### config.mk
export PLATFORM = sky130hd
export DESIGN_NAME = decAddrModifier
export DESIGN_NICKNAME = d
export VERILOG_FILES = /design/src/rtl/addrModPkg.sv /design/src/rtl/addrModCtl.sv /design/src/rtl/addrModPath.sv /design/src/rtl/decAddrModifier.sv
export SDC_FILE = /design/constraint.sdc
export NUM_CORES = 1
export LEC_CHECK = 0
export BUFFER_PORTS_ARGS = -buffer_cell sky130_fd_sc_hd__buf_2
export CORE_ASPECT_RATIO = 1.2
export CORE_MARGIN = 2
export CORE_UTILIZATION = 24
export CTS_CLUSTER_SIZE = 14
export DETAILED_ROUTE_END_ITERATION = 8
export GPL_ROUTABILITY_DRIVEN = 0
export GPL_TIMING_DRIVEN = 0
export PLACE_DENSITY_LB_ADDON = 0.1
export SYNTH_ARGS = -nofsm -noshare
export SYNTH_HDL_FRONTEND = slang
export SYNTH_SLANG_ARGS = --single-unit
### constraint.sdc
create_clock -name clk -period 11.8 [get_ports clk]
set_input_delay 2.36 -clock clk [delete_from_list [all_inputs] [get_ports clk]]
set_output_delay 2.36 -clock clk [all_outputs]
set_load 0.01 [all_outputs]
### src/rtl/addrModPkg.sv
package addrModPkg;

  localparam int DIGIT_W = 5;

  typedef enum logic [1:0] {
    MODE_IDLE  = 2'd0,
    MODE_PLUS  = 2'd1,
    MODE_MINUS = 2'd2,
    MODE_ZERO  = 2'd3
  } modMode_e;

  typedef struct packed {
    logic step;
    logic incr;
    logic decr;
    logic exempt;
  } modStrobe_t;

  // Value v maps to the v-th bit pair (i<j) in lexicographic order.
  function automatic logic [DIGIT_W-1:0] encDigit(input logic [3:0] v);
    logic [DIGIT_W-1:0] code;
    int k;
    code = '0;
    k = 0;
    for (int i = 0; i < DIGIT_W; i++) begin
      for (int j = i + 1; j < DIGIT_W; j++) begin
        if (k == int'(v)) begin
          code[i] = 1'b1;
          code[j] = 1'b1;
        end
        k++;
      end
    end
    return code;
  endfunction

  function automatic logic [3:0] decDigit(input logic [DIGIT_W-1:0] code);
    logic [3:0] val;
    val = 4'd0;
    for (int v = 0; v < 10; v++) begin
      if (encDigit(4'(v)) == code) val = 4'(v);
    end
    return val;
  endfunction

endpackage

### src/rtl/addrModCtl.sv
module addrModCtl
  import addrModPkg::*;
(
  input  logic       clk,
  input  logic       rst,
  input  logic       setPlus,
  input  logic       setMinus,
  input  logic       setZero,
  input  logic       clrMode,
  input  logic       step,
  input  logic       exempt,
  output modStrobe_t strobe,
  output modMode_e   modeSel
);

  logic plusQ, minusQ, zeroQ;
  logic plusN, minusN, zeroN;
  logic minusSetEff, zeroSetEff;

  // Priority among the set requests: add-one, then subtract-one, then zero.
  assign minusSetEff = setMinus & ~setPlus;
  assign zeroSetEff  = setZero & ~setPlus & ~setMinus;

  always_comb begin
    // Add-one latch: a set beats any clear arriving at the same time.
    if (setPlus)                              plusN = 1'b1;
    else if (minusSetEff | zeroSetEff | clrMode) plusN = 1'b0;
    else                                      plusN = plusQ;

    if (minusSetEff)                          minusN = 1'b1;
    else if (setPlus | zeroSetEff | clrMode)  minusN = 1'b0;
    else                                      minusN = minusQ;

    // Zero latch: any zero request holds off a clear, even one it loses.
    if (zeroSetEff)                           zeroN = 1'b1;
    else if (setZero)                         zeroN = zeroQ;
    else if (clrMode | setPlus | setMinus)    zeroN = 1'b0;
    else                                      zeroN = zeroQ;
  end

  always_ff @(posedge clk) begin
    if (rst) begin
      plusQ  <= 1'b0;
      minusQ <= 1'b0;
      zeroQ  <= 1'b0;
    end else begin
      plusQ  <= plusN;
      minusQ <= minusN;
      zeroQ  <= zeroN;
    end
  end

  always_comb begin
    if (plusQ)       modeSel = MODE_PLUS;
    else if (minusQ) modeSel = MODE_MINUS;
    else if (zeroQ)  modeSel = MODE_ZERO;
    else             modeSel = MODE_IDLE;
  end

  assign strobe.step   = step;
  assign strobe.incr   = (modeSel == MODE_PLUS);
  assign strobe.decr   = (modeSel == MODE_MINUS);
  assign strobe.exempt = exempt;

endmodule

### src/rtl/addrModPath.sv
module addrModPath
  import addrModPkg::*;
#(
  parameter int DIGITS   = 5,
  parameter int MAX_ADDR = 39999
) (
  input  logic                      clk,
  input  logic                      rst,
  input  modStrobe_t                strobe,
  input  logic [DIGITS*DIGIT_W-1:0] addrIn,
  output logic [DIGITS*DIGIT_W-1:0] addrOut,
  output logic                      validErr,
  output logic                      addrCheck
);

  localparam int ADDR_W = DIGITS * DIGIT_W;
  localparam logic [DIGIT_W-1:0] ZERO_CODE = encDigit(4'd0);
  localparam logic [ADDR_W-1:0] RESET_ADDR = {DIGITS{ZERO_CODE}};

  logic [3:0]        dVal  [DIGITS];
  logic [3:0]        nVal  [DIGITS];
  logic [DIGITS-1:0] dOk;
  logic [DIGITS:0]   carry;
  logic [DIGITS:0]   borrow;
  logic [ADDR_W-1:0] newAddr;
  logic [31:0]       inValue;
  logic              allOk, incCheck, decCheck;

  assign carry[0]  = strobe.incr;
  assign borrow[0] = strobe.decr;

  for (genvar g = 0; g < DIGITS; g++) begin : gDigit
    logic [DIGIT_W-1:0] code;
    assign code    = addrIn[g*DIGIT_W +: DIGIT_W];
    assign dOk[g]  = ($countones(code) == 2);
    assign dVal[g] = decDigit(code);

    always_comb begin
      nVal[g] = dVal[g];
      if (carry[g])       nVal[g] = (dVal[g] == 4'd9) ? 4'd0 : dVal[g] + 4'd1;
      else if (borrow[g]) nVal[g] = (dVal[g] == 4'd0) ? 4'd9 : dVal[g] - 4'd1;
    end

    assign carry[g+1]  = carry[g]  & (dVal[g] == 4'd9);
    assign borrow[g+1] = borrow[g] & (dVal[g] == 4'd0);
    assign newAddr[g*DIGIT_W +: DIGIT_W] = encDigit(nVal[g]);
  end

  assign allOk = &dOk;

  always_comb begin
    inValue = 32'd0;
    for (int i = DIGITS - 1; i >= 0; i--) begin
      inValue = inValue * 32'd10 + 32'(dVal[i]);
    end
  end

  assign incCheck = strobe.incr &
                    ((inValue > 32'(MAX_ADDR)) |
                     ((inValue == 32'(MAX_ADDR)) & ~strobe.exempt));
  assign decCheck = strobe.decr & (inValue == 32'd0);

  always_ff @(posedge clk) begin
    if (rst) begin
      addrOut   <= RESET_ADDR;
      validErr  <= 1'b0;
      addrCheck <= 1'b0;
    end else if (strobe.step) begin
      addrOut   <= allOk ? newAddr : addrIn;
      validErr  <= ~allOk;
      addrCheck <= allOk & (incCheck | decCheck);
    end
  end

endmodule

### src/rtl/decAddrModifier.sv
module decAddrModifier
  import addrModPkg::*;
#(
  parameter int DIGITS   = 5,
  parameter int MAX_ADDR = 39999
) (
  input  logic                      clk,
  input  logic                      rst,
  input  logic                      setPlus,
  input  logic                      setMinus,
  input  logic                      setZero,
  input  logic                      clrMode,
  input  logic                      step,
  input  logic                      exempt,
  input  logic [DIGITS*DIGIT_W-1:0] addrIn,
  output logic [DIGITS*DIGIT_W-1:0] addrOut,
  output logic [1:0]                modeSel,
  output logic                      validErr,
  output logic                      addrCheck
);

  modStrobe_t strobe;
  modMode_e   mode;

  addrModCtl uCtl (
    .clk      (clk),
    .rst      (rst),
    .setPlus  (setPlus),
    .setMinus (setMinus),
    .setZero  (setZero),
    .clrMode  (clrMode),
    .step     (step),
    .exempt   (exempt),
    .strobe   (strobe),
    .modeSel  (mode)
  );

  addrModPath #(.DIGITS(DIGITS), .MAX_ADDR(MAX_ADDR)) uPath (
    .clk       (clk),
    .rst       (rst),
    .strobe    (strobe),
    .addrIn    (addrIn),
    .addrOut   (addrOut),
    .validErr  (validErr),
    .addrCheck (addrCheck)
  );

  assign modeSel = mode;

endmodule

==> results of run 1 <==
==> sequential cells by signal (all words and copies together) (netlist names) <==
signal,count
uPath.validErr,1
uPath.addrOut,25
uCtl.minusQ,1
uPath.addrCheck,1
uCtl.plusQ,1
uCtl.zeroQ,1
==> what timing repair did <==
action / in CTS / in global routing
endpoints found under the setup margin: 1 / 1
gates resized for setup: 1 / 25
hold endpoints to repair: 0 / 0
pin swaps: 0 / 4
setup buffers: 0 / 4
==> power groups by stage <==
stage | Combinational, mW | Clock (mW) | Sequential [mW]
floorplan | 1.60 | 0 | 0.115
global placement | 1.98 | 0 | 0.113
detailed placement | 1.98 | 0 | 0.113
CTS | 2.00 | 0.181 | 0.111
global route | 2.31 | 0.183 | 0.111
finish | 2.02 | 0.177 | 0.111
==> metrics by stage <==
step	TNS [ps]	util
after floorplan	0	-
after detailed placement	-287	0.269
after global placement	-324	0.269
after CTS	0	0.276
after global routing	-10.5	0.280
final	0	0.280
==> routing by layer <==
metal  part of all wire  track usage  wire [microns]
met5                  0            0               0
met4              0.019       0.0311             444
met3              0.019      0.00604             455
met2               0.49        0.254           11700
met1               0.47        0.174           11100
==> layout make-up <==
| class | count | area (sq um) | area share |
|---|---|---|---|
| clock buffers | 6 | 139 | 0.0153 |
| multi-input cells | 887 | 6960 | 0.769 |
| repair buffers | 60 | 310 | 0.0343 |
| plain buffers | 26 | 110 | 0.0122 |
| flip-flops and latches | 30 | 601 | 0.0664 |
| well taps | 407 | 509 | 0.0563 |
| inverters | 97 | 364 | 0.0402 |
| clock inverters | 2 | 60.1 | 0.00664 |
==> cells by family (layout without fill, tap and decap cells) <==
group           Yosys count  in the layout
buf+inv                 123            191
other cells               1              2
flops                    30             30
mux                      16             16
compound gates          277            277
fa+ha+maj               162            162
xor+xnor                 64             64
simple gates            366            366
==> cells in the mapped netlist, drive strengths merged, types with 14 or more instances <==
master  number
nand2b      27
nand3       38
xor2        20
nor3        28
inv         97
mux2i       14
o21ai       46
a21o        16
fa          18
ha         141
xnor2       44
nor2        81
dfxtp       30
clkbuf      20
a21oi       61
nand2       76
==> path summary, 6_finish.rpt <==
kind,end,slack (ps),cells past startpoint
worst max-delay path,uPath.addrCheck,690,34
worst max register to register,uPath.addrOut[22],8250,11
worst min-delay path,uPath.addrOut[4],460,2
worst min register to register,uPath.addrOut[4],460,2
==> worst reg2reg max path, cell delays in order, from the launching register on <==
cell	delay, ps
dfxtp_1	300
clkbuf_1	320
nand2_1	120
or3_4	390
a2111oi_4	540
buf_6	250
a311oi_1	120
nor3_1	500
nand3_1	170
nor4b_1	180
o31ai_1	380
a21oi_1	120
==> impl_metrics.ini, run 1 <==
[die]
io-pin-count = 62
die_w_microns = 170
core_sq_um = 32300
dieArea_sq_um = 34400
chipHeight_microns = 203
row_count = 72
initial_utilization = 0.245

[global_routing]
grt_first_pass_wirelength_microns = 38900
grt_pass1_vias = 7504
grt_max_degree = 11
gr-total-overflow = 0
antenna_found_initial = 0
grt.total_usage = 0.137

[power]
ir_worst_vdd_uv = 216
powerDensity_nw_per_um2 = 254
seqPwrFrac = 0.048
pwr-share-comb = 0.875
power.leakage_nw = 4.07
total_power_mw = 2.30
internal_power_mw = 1.09
pwr-share-clk = 0.077
p_sw_mw = 1.21
p_sw_frac = 0.527

[critical_path]
required_ps = 12000
max_stage_delay_ps = 500
path_buf_inv = 4
worstSetupStartpoint = addrIn[20]
path_common_cell = ha_1
crit_fanout = 7
r2r-start = uCtl.minusQ
critPathCaptureType = flop
crit_arrival_ps = 11310
crit_family = adder cells
critPathSlowestCell = or3b_2
startpoint_type = primary input
critPathKind = in -> reg

[synthesis]
synth.area.mux_share = 0.0210
synth_top_family_by_area = adder cells
ys_types = 91
synth-compound-area-share = 0.255
postSynthCellCount = 1039
ys_warn_count = 0
synth_xor_area_frac = 0.0708
synth_area_per_cell_sq_um = 7.62
synth_top_area_frac = 0.223
synth_top_area_cell = ha_1
synthAdderAreaFrac = 0.272
synth_edf_count = 0
synthesis.area_sq_um = 7910
synth_flop_cell = dfxtp_1
ys_ff_latch = 30
yosysSeqAreaShare = 0.0759
synth_area_leaders = ha_1 22%, dfxtp_1 7.6%, xnor2_1 4.9%
ys_async_sr_fraction = 0
synth_simple_gate_area_frac = 0.244

[clock_network]
clk_pin_slew_worst_paths_ps = 50
clock-sinks = 30
cts-buffers-inserted = 5
htree_levels = 2
root_buffer = clkbuf_16
clk_latency_ps = 280
cts_tree = done
hold_buffers = 0
clock_path_buffers = 2

[timing]
report.final.hold_viol_count = 0
worstMarginPinSlew_ps = 1120
finalCritPeriodShare = 0.942
min_period_ps = 11110
fmaxAchievable_mhz = 90.0
setup_slack_ps = 687
slew_headroom = 0.249
fin_skew_ps = 7.06
setup-violations-final = 0
slew_viol_final = 0
whs_ps = 463

[run_status]
status = complete, no violations

[flow_run]
maxCapViolCount = 0

[detailed_routing]
drtIter0Drc = 298
drcViolationCount = 0
wirelength_microns = 23600
vias_per_cell = 5.01
num_vias = 7591
wl_per_cell_microns = 15.6
drtAntennaViolNets = 0
firstDrtPassIters = 7

[layout]
synthToLayoutAreaGrowth_pct = 14.4
instances_no_fill = 1515
nFillCells = 3494
drive_gt1_frac = 0.118
antennaDiodeCount = 0
finalInstanceArea_sq_um = 9050
final_common_cell = ha_1
nets = 1299
final_cell_mix = 141 x ha_1, 95 x inv_1, 81 x nor2_1

[placement]
dpl.cell_count = 1503
portBuffers = 56
place_ws_ps = -287
place_area_sq_um = 8710
hpwlAfterDp_microns = 20000

[min_path]
min-delay-path-class = reg -> reg
hold_start = uPath.addrOut[4]
Note: power is estimated with default switching activity, not from simulation.
==> run 2: changes to the inputs <==
--- a/config.mk
+++ b/config.mk
@@ -5,6 +5,7 @@
 export SDC_FILE = /design/constraint.sdc
 export NUM_CORES = 1
 export LEC_CHECK = 0
+export ABC_AREA = 1
 export BUFFER_PORTS_ARGS = -buffer_cell sky130_fd_sc_hd__buf_2
 export CORE_ASPECT_RATIO = 1.2
 export CORE_MARGIN = 2
==> impl_metrics.ini, run 2 <==
[run_status]
status = complete, no violations

[layout]
final_common_cell = nand2_1
final_cell_mix = 351 x nand2_1, 229 x inv_1, 130 x ha_1
drive_gt1_frac = 0.163
synthToLayoutAreaGrowth_pct = 17.6
nets = 1686
antennaDiodeCount = 0
finalInstanceArea_sq_um = 10200
largest-register = uPath.addrOut
largest_reg_flops = 25

[critical_path]
path_common_cell = nand2_1
critPathCaptureType = flop
startpoint_type = primary input
required_ps = 11940
crit_fanout = 6
crit_arrival_ps = 11160
critPathSlowestCell = fa_1
critPathKind = in -> reg
max_stage_delay_ps = 580

[synthesis]
synth_top_family_by_area = simple AND/OR/NAND/NOR gates
synth_top_area_frac = 0.202
ys_warn_count = 0
synth_area_per_cell_sq_um = 6.17
ys_types = 59
synth_edf_count = 0
synth_area_leaders = ha_1 20%, nand2_1 16%, inv_1 10%
synth_simple_gate_area_frac = 0.398
synth_xor_area_frac = 0.0572
synthTopCellsByCount = 360 x nand2_1, 231 x inv_1, 141 x ha_1, 113 x nand3_1, 107 x nor2_1
postSynthCellCount = 1413
synthAdderAreaFrac = 0.244
synth-compound-area-share = 0.116
synth_top_area_cell = ha_1
yosysSeqAreaShare = 0.0689
synth.area.mux_share = 0
ys_async_sr_fraction = 0
synthesis.area_sq_um = 8710
ys_ff_latch = 30
synth_flop_cell = dfxtp_1
yosysMostFrequentCell = nand2_1

[timing]
slew_viol_final = 0
setup-violations-final = 0
report.final.hold_viol_count = 0
worstMarginPinSlew_ps = 728
fmaxAchievable_mhz = 90.7
finalCritPeriodShare = 0.935
setup_slack_ps = 771
whs_ps = 461
slew_headroom = 0.515
fin_skew_ps = 2.47
min_period_ps = 11030

[detailed_routing]
num_vias = 8904
drtAntennaViolNets = 0
drcViolationCount = 0
vias_per_cell = 4.54
firstDrtPassIters = 4
wirelength_microns = 25700
drtIter0Drc = 331
wl_per_cell_microns = 13.1

[power]
ir_worst_vdd_uv = 73.9
powerDensity_nw_per_um2 = 161
power.leakage_nw = 5.53
total_power_mw = 1.65

[placement]
portBuffers = 60
hpwlAfterDp_microns = 22400
place_ws_ps = -243
place_area_sq_um = 9600

[die]
chipHeight_microns = 213
row_count = 76
dieArea_sq_um = 37900
die_w_microns = 178
core_sq_um = 35800
io-pin-count = 62
initial_utilization = 0.243

[clock_network]
cts-buffers-inserted = 5
clk_pin_slew_worst_paths_ps = 50
clock_path_buffers = 2
clk_latency_ps = 280
clock-sinks = 30
cts_tree = done
htree_levels = 2
root_buffer = clkbuf_16

[global_routing]
antenna_found_initial = 0
gr-total-overflow = 0
grt_pass1_vias = 8711
grt_max_degree = 11
grt.total_usage = 0.137
grt_first_pass_wirelength_microns = 42700

[min_path]
min-delay-path-class = reg -> reg

[flow_run]
maxCapViolCount = 0
## run 2: cell count changes in the layout (fill, tap and decap cells not counted), moves of 15 or more
cell	previous run	this run
nand2_2	1	24
nor2_1	81	99
inv_2	2	20
inv_1	95	229
nand2_1	75	351
nor2_2	0	17
nand2b_1	27	0
xnor2_1	38	12
nand3_1	35	112
nand4_1	11	59
a21o_1	15	0
## run 2: worst paths after layout
| kind | end | start | cells past startpoint | slack [ps] |
|---|---|---|---|---|
| worst min-delay path | uPath.addrOut[3] | uPath.addrOut[3] | 2 | 460 |
| worst max-delay path | uPath.addrCheck | addrIn[20] | 56 | 770 |
| worst min register to register | uPath.addrOut[3] | uPath.addrOut[3] | 2 | 460 |
| worst max register to register | uPath.addrOut[12] | uCtl.plusQ | 15 | 9250 |
## run 2: cell families (layout without fill, tap and decap cells)
logic type / Yosys count / in the layout
simple gates: 735 / 735
other cells: 1 / 2
buf+inv: 265 / 346
fa+ha+maj: 159 / 159
xor+xnor: 53 / 53
compound gates: 170 / 170
flops: 30 / 30
## run 2: worst max-delay path: cells and delay by family
family,cells,cell delay [ps]
adder cells (fa/ha/maj),9,3020
XOR/XNOR,4,700
AO/OA/AOI/OAI,5,550
AND/OR/NAND/NOR,28,3500
buffers and inverters,10,1010
## run 2: cell type report
| class | instances | area (sq um) |
|---|---|---|
| Clock inverter | 1 | 5.00 |
| Sequential cell | 30 | 601 |
| Tap cell | 468 | 586 |
| Fill cell | 4053 | 25600 |
| Inverter | 253 | 962 |
| Clock buffer | 7 | 143 |
| Buffer | 12 | 55.1 |
| Timing Repair Buffer | 73 | 398 |
| Multi-Input combinational cell | 1119 | 7500 |
## run 2: repair_timing
item | CTS | global route
endpoints found under the setup margin | 0 | 1
hold buffers | 0 | 0
buffers inserted | 0 | 13
gates resized for setup | 0 | 76
## run 2: power breakdown
| part | total (mW) | internal, mW | switching [mW] | leakage (nW) |
|---|---|---|---|---|
| Combinational | 1.41 | 0.453 | 0.959 | 5.21 |
| Sequential | 0.111 | 0.107 | 0.00362 | 0.248 |
| Clock | 0.132 | 0.0836 | 0.0479 | 0.0739 |
## run 2: per-layer routing
| metal | vias up | part of all wire | GRT usage |
|---|---|---|---|
| met3 | 16 | 0.022 | 0.00641 |
| met2 | 106 | 0.50 | 0.261 |
| met1 | 4037 | 0.46 | 0.170 |
| li1 | 4745 | - | - |
| met4 | 0 | 0.015 | 0.0243 |
| met5 | - | 0 | 0 |
## run 2: per-stage QoR
stage,TNS [ps],cells,util
2_1_floorplan,0,1414,-
3_3_place_gp,-283,1942,0.268
3_5_place_dp,-243,1942,0.268
4_1_cts,0,1950,0.272
5_1_grt,-46.7,1963,0.286
6_report,0,1963,0.286
